===== src/rtl/rec_pkg.sv =====
package rec_pkg;

    localparam int DEF_TS_W   = 25;
    localparam int DEF_DATA_W = 7;
    localparam int DEF_SYNC   = 2;

    typedef enum logic {
        SES_IDLE = 1'b0,
        SES_RUN  = 1'b1
    } ses_state_e;

    // Session flags handed from the session controller to the datapath.
    typedef struct packed {
        logic run;    // session live in this sample cycle
        logic start;  // first sample cycle of a session
    } ses_flags_t;

    // Per-cycle event decision inside the datapath.
    typedef struct packed {
        logic event_hit;  // record wanted this cycle
        logic drop;       // record wanted but FIFO full
        logic store;      // record written
    } evt_dec_t;

    function automatic logic session_permit(
        input logic req,
        input logic play,
        input logic locked,
        input logic calib
    );
        return req & ~play & locked & calib;
    endfunction

endpackage


===== src/rtl/rec_sync.sv =====
module rec_sync #(
    parameter int W      = rec_pkg::DEF_DATA_W,
    parameter int STAGES = rec_pkg::DEF_SYNC
) (
    input  logic         clk,
    input  logic         rst,
    input  logic [W-1:0] din,
    output logic [W-1:0] dout
);
    localparam int LAST = STAGES - 1;

    logic [W-1:0] chain [STAGES];

    always_ff @(posedge clk) begin
        if (rst) begin
            for (int i = 0; i < STAGES; i++) chain[i] <= '0;
        end else begin
            chain[0] <= din;
            for (int i = 1; i < STAGES; i++) chain[i] <= chain[i-1];
        end
    end

    assign dout = chain[LAST];
endmodule


===== src/rtl/rec_session.sv =====
module rec_session
    import rec_pkg::*;
(
    input  logic       clk,
    input  logic       rst,
    input  logic       rec_req,
    input  logic       play_req,
    input  logic       pll_locked,
    input  logic       mem_calib_done,
    output ses_flags_t flags
);
    ses_state_e state_q;
    logic       ran_q;

    always_ff @(posedge clk) begin
        if (rst) begin
            state_q <= SES_IDLE;
            ran_q   <= 1'b0;
        end else begin
            state_q <= session_permit(rec_req, play_req, pll_locked, mem_calib_done)
                       ? SES_RUN : SES_IDLE;
            ran_q   <= (state_q == SES_RUN);
        end
    end

    always_comb begin
        flags.run   = (state_q == SES_RUN);
        flags.start = (state_q == SES_RUN) && !ran_q;
    end
endmodule


===== src/rtl/rec_stamp.sv =====
module rec_stamp
    import rec_pkg::*;
#(
    parameter int TS_W = DEF_TS_W
) (
    input  logic            clk,
    input  logic            rst,
    input  ses_flags_t      flags,
    output logic [TS_W-1:0] stamp
);
    localparam logic [TS_W-1:0] STEP = TS_W'(1);

    always_ff @(posedge clk) begin
        if (rst || !flags.run) stamp <= '0;
        else                   stamp <= stamp + STEP;
    end
endmodule


===== src/rtl/rec_event.sv =====
module rec_event
    import rec_pkg::*;
#(
    parameter int TS_W   = DEF_TS_W,
    parameter int DATA_W = DEF_DATA_W
) (
    input  logic                   clk,
    input  logic                   rst,
    input  ses_flags_t             flags,
    input  logic [TS_W-1:0]        stamp,
    input  logic [DATA_W-1:0]      pins_s,
    input  logic                   fifo_full,
    output logic                   fifo_wr,
    output logic [TS_W+DATA_W-1:0] fifo_wdata,
    output logic                   overflow
);
    localparam int REC_W = TS_W + DATA_W;

    logic [DATA_W-1:0] last_q;
    logic              changed;
    evt_dec_t          dec;
    logic [REC_W-1:0]  rec_word;

    assign changed  = (pins_s != last_q);
    assign rec_word = {stamp, pins_s};

    always_comb begin
        dec.event_hit = flags.run && (flags.start || changed);
        dec.drop      = dec.event_hit && fifo_full;
        dec.store     = dec.event_hit && !fifo_full;
    end

    always_ff @(posedge clk) begin
        if (rst) begin
            last_q     <= '0;
            fifo_wr    <= 1'b0;
            fifo_wdata <= '0;
            overflow   <= 1'b0;
        end else begin
            last_q  <= pins_s;
            fifo_wr <= dec.store;
            if (dec.store) fifo_wdata <= rec_word;
            if (flags.start) overflow <= dec.drop;
            else if (dec.drop) overflow <= 1'b1;
        end
    end
endmodule


===== src/rtl/event_recorder.sv =====
module event_recorder
    import rec_pkg::*;
#(
    parameter int TS_W   = DEF_TS_W,
    parameter int DATA_W = DEF_DATA_W,
    parameter int SYNC   = DEF_SYNC
) (
    input  logic                   clk,
    input  logic                   rst,
    input  logic                   rec_req,
    input  logic                   play_req,
    input  logic                   pll_locked,
    input  logic                   mem_calib_done,
    input  logic [DATA_W-1:0]      pins_in,
    input  logic                   fifo_full,
    output logic                   fifo_wr,
    output logic [TS_W+DATA_W-1:0] fifo_wdata,
    output logic                   rec_active,
    output logic                   overflow
);
    ses_flags_t        flags;
    logic [TS_W-1:0]   stamp;
    logic [DATA_W-1:0] pins_s;

    rec_sync #(.W(DATA_W), .STAGES(SYNC)) u_sync (
        .clk  (clk),
        .rst  (rst),
        .din  (pins_in),
        .dout (pins_s)
    );

    rec_session u_session (
        .clk            (clk),
        .rst            (rst),
        .rec_req        (rec_req),
        .play_req       (play_req),
        .pll_locked     (pll_locked),
        .mem_calib_done (mem_calib_done),
        .flags          (flags)
    );

    rec_stamp #(.TS_W(TS_W)) u_stamp (
        .clk   (clk),
        .rst   (rst),
        .flags (flags),
        .stamp (stamp)
    );

    rec_event #(.TS_W(TS_W), .DATA_W(DATA_W)) u_event (
        .clk        (clk),
        .rst        (rst),
        .flags      (flags),
        .stamp      (stamp),
        .pins_s     (pins_s),
        .fifo_full  (fifo_full),
        .fifo_wr    (fifo_wr),
        .fifo_wdata (fifo_wdata),
        .overflow   (overflow)
    );

    assign rec_active = flags.run;
endmodule


===== config.mk =====
export PLATFORM = sky130hd
export DESIGN_NAME = event_recorder
export DESIGN_NICKNAME = d
export VERILOG_FILES = /design/src/rtl/rec_pkg.sv /design/src/rtl/rec_sync.sv /design/src/rtl/rec_session.sv /design/src/rtl/rec_stamp.sv /design/src/rtl/rec_event.sv /design/src/rtl/event_recorder.sv
export SDC_FILE = /design/constraint.sdc
export NUM_CORES = 1
export LEC_CHECK = 0
export ABC_AREA = 1
export BUFFER_PORTS_ARGS = -buffer_cell sky130_fd_sc_hd__buf_4
export CAP_MARGIN = 20
export CORE_ASPECT_RATIO = 1.2
export CORE_MARGIN = 2
export CORE_UTILIZATION = 50
export DETAILED_ROUTE_END_ITERATION = 6
export GPL_TIMING_DRIVEN = 0
export PLACE_DENSITY = 0.71
export SLEW_MARGIN = 20
export SYNTH_ARGS = -nofsm -noshare
export SYNTH_HDL_FRONTEND = slang
export SYNTH_SLANG_ARGS = --single-unit

===== constraint.sdc =====
create_clock -name clk -period 1.6 [get_ports clk]
set_input_delay 0.32 -clock clk [delete_from_list [all_inputs] [get_ports clk]]
set_output_delay 0.32 -clock clk [all_outputs]
set_load 0.01 [all_outputs]

==> impl_results.md <==
- P_int: 2.750 mW
- Routed WL: 7.444 mm
- Worst R2R Setup Slack: 0.08 ns
- Startpoint types: flip-flop
- Syn avg cell area: 6.893 µm²
- Largest net degree at the start of global routing: 17
- Pwr/cell area: 851.7 nW/µm²
- Chip width: 82.62 µm
- Global-route wire length before repair: 12.68 mm
- Fill cells: 689
- IO Count: 49
- Status: finished, final reports clean
- Vias in the first global route: 2915
- Max_slew headroom: 67.61%
- RSZ-0062 raised after global routing: no
- Maximum vdd ir drop: 571.5 µV
- First-pass DRT Iterations: 4
- Port bufs: 47
- Ys async rst share: 0%
- Max Slew Vio Count: 0
- Final net count: 611
- Flops & latches, synth: 82
- Initial antenna violation count: 0
- Final Util: 60.50%
- Net Switching: 0.9767 mW
- Number of setup buffers added after CTS: 0
- ANT nets after route: 0
- DRT iter0 DRCs: 155
- Gr ovfl total: 0
- Sw frac: 26.21%
- Gate power share: 6.5%
- Top-area cell type share of the netlist area: 44.26%
- CTS tree: built
- Cts bufs inserted: 9
- Critical Path AT: 1.75 ns
- Routed wire length per instance: 10.77 µm
- Type of the tightest min-delay check: in2reg
- CP Capture Type: flip-flop
- Routability congestion estimate: 0.9251
- Worst r2r src: u_stamp.stamp[0]
- Reg2reg end: u_stamp.stamp[12]
- Sequential area share after synthesis: 44.26%
- Synth cell count leaders: 115 x nand2_1, 92 x inv_1, 85 x nor2_1, 82 x dfxtp_1, 38 x nand4_1
- Worst Reg-to-Reg Cells: 9
- Final setup fails: 0
- Flop pwr share: 55.9%
- Max Clk Rate: 659.9 MHz
- Area growth syn-to-layout: 17.98%
- Total track usage: 20.00%
- Post-Synthesis Cells: 538
- Vias/cell: 4.595
- Clock power frac: 37.6%
- Die height: 98.34 µm
- EDFF count, synth: 0
- Largest fanout on the critical path: 5
- Top-count cell post-synth: nand2_1
- Full die area: 8125 µm²
- CTS Buffer Depth: 2
- Core area: 7232 µm²
- Fin crit period: 1.515 ns
- Critical Path End: u_stamp.stamp[12]
- Clock sinks: 82
- Worst Path Required: 1.83 ns
- Final Hold Vio Count: 0
- Syn. warnings: 0
- Net count after synthesis: 553
- Fin crit share: 94.72%
- Mapped Area: 3709 µm²
- # H-tree levels: 3
- Cell taking the most area after synthesis: dfxtp_1
- Leakage Power: 1.915 nW
- Worst-margin pin slew: 0.4859 ns
- Critical path class: reg2reg
- CTS Hold Bufs: 0
- Worst-Skew Late Latency: 0.36 ns
- Synth Flop Type: dfxtp_1
- Initial core utilization: 51.28%
- # diodes: 0
- Total power: 3.727 mW
- Yosys cell types: 28
- Layout cells sized above 1: 20.97%
- Synth area leaders: dfxtp_1 44%, nand2_1 12%, inv_1 9.3%
- Total of max-cap violations: 0
- Clk slew on worst S/H paths: 0.09 ns
- Crit path launch: u_stamp.stamp[0]
- Cell Rows: 34
- DR vias: 3175
- Clk_skew: 0.008478 ns
- CTS root buf: clkbuf_8
- HPWL Detailed: 5.680 mm
- DRC: 0
[layout make-up]
type / count / area, µm² / area share (%)
plain buffers: 21 / 117.6 / 2.688
clock buffers: 9 / 123.9 / 2.831
clock inverters: 7 / 60.06 / 1.373
inverters: 128 / 480.5 / 10.98
multi-input cells: 307 / 1481 / 33.86
flip-flops and latches: 82 / 1647 / 37.63
well taps: 90 / 112.6 / 2.574
repair buffers: 47 / 352.8 / 8.064
[registers in the layout (all words and copies together), names as in the netlist]
name,flops
u_session.ran_q,1
u_event.overflow,1
u_sync.chain,14
u_stamp.stamp,25
u_event.fifo_wr,1
u_event.fifo_wdata,32
u_session.state_q,1
u_event.last_q,7
[routing by layer]
layer	wire length [µm]	GRT usage (%)	vias up
li1	-	-	1729
met1	3660	27.26	1366
met2	3299	30.77	70
met3	361	4.898	10
met4	122	6.810	0
met5	0	0	-
[timing repair]
action / CTS / global route
resized for setup: 2 / 3
pin swaps: 0 / 1
endpoints found under the setup margin: 2 / 5
[logic make-up (layout without fill, tap and decap cells)]
| group | count (synthesis) | count (layout) | share of synthesized area (%) |
|---|---|---|---|
| AOI/OAI and AO/OA | 27 | 27 | 3.644 |
| adders and majority gates | 1 | 1 | 0.3373 |
| buffers and inverters | 149 | 212 | 16.13 |
| DFF | 82 | 82 | 44.26 |
| and+or+nand+nor | 271 | 271 | 33.74 |
| xor gates and xnor gates | 8 | 8 | 1.889 |
[cells in the final DEF (no fill, tap or decap), types with 4 or more instances in the layout]
cell type  netlist  layout
o21ai_0          4       4
buf_2            4       4
nor2_4           4       4
inv_2           36      36
nand2_1        115     115
o21ai_1          6       6
a21oi_1         17      17
buf_4            0      47
clkbuf_1        13      13
clkbuf_8         0       9
dfxtp_1         82      80
xnor2_1          4       4
nand3_1         14      14
inv_1           92      92
nor2_1          85      85
nand4_1         38      38
xor2_1           4       4
[worst max-delay path, stage by stage, from the launching register on]
cell     delay [ns]
dfxtp_4        0.39
ha_4           0.16
nand2_2        0.08
nor2_4         0.14
nand2_2        0.13
nor2_4         0.12
inv_2          0.07
nor2_4         0.11
xor2_1         0.16
nor2_1         0.05
[through the flow]
| step | hold slack, ns | cells | setup slack, ns | setup TNS, ns | cell area (µm²) |
|---|---|---|---|---|---|
| 2_1_floorplan | 0.3883 | 538 | 0.1741 | 0 | 3709 |
| 3_3_place_gp | 0.3894 | 675 | -0.02246 | -0.02246 | 4174 |
| 3_5_place_dp | 0.3970 | 675 | -0.03762 | -0.06445 | 4174 |
| 4_1_cts | 0.09699 | 691 | 0.007455 | 0 | 4362 |
| 5_1_grt | 0.1023 | 691 | 0.0001898 | 0 | 4375 |
| 6_report | 0.1051 | 691 | 0.08454 | 0 | 4375 |
[worst min path at each step]
stage / from / to / slack, ns / cells past startpoint
3_3_place_gp: u_sync.chain[0][4] / u_sync.chain[0][11] / 0.39 / 2
3_5_place_dp: u_sync.chain[0][2] / u_sync.chain[0][9] / 0.40 / 2
6_report: play_req / u_session.state_q / 0.11 / 2
2_1_floorplan: u_sync.chain[0][3] / u_sync.chain[0][10] / 0.39 / 2
4_1_cts: play_req / u_session.state_q / 0.1 / 2
5_1_grt: play_req / u_session.state_q / 0.10 / 2
[power groups by stage]
stage / Sequential (mW) / Clock, mW / Combinational (mW)
CTS: 2.09 / 1.44 / 0.244
global route: 2.09 / 1.53 / 0.279
floorplan: 2.14 / 0 / 0.163
finish: 2.08 / 1.40 / 0.242
global placement: 2.13 / 0 / 0.239
detailed placement: 2.13 / 0 / 0.243
No activity file was read; power rests on OpenSTA's default activity.
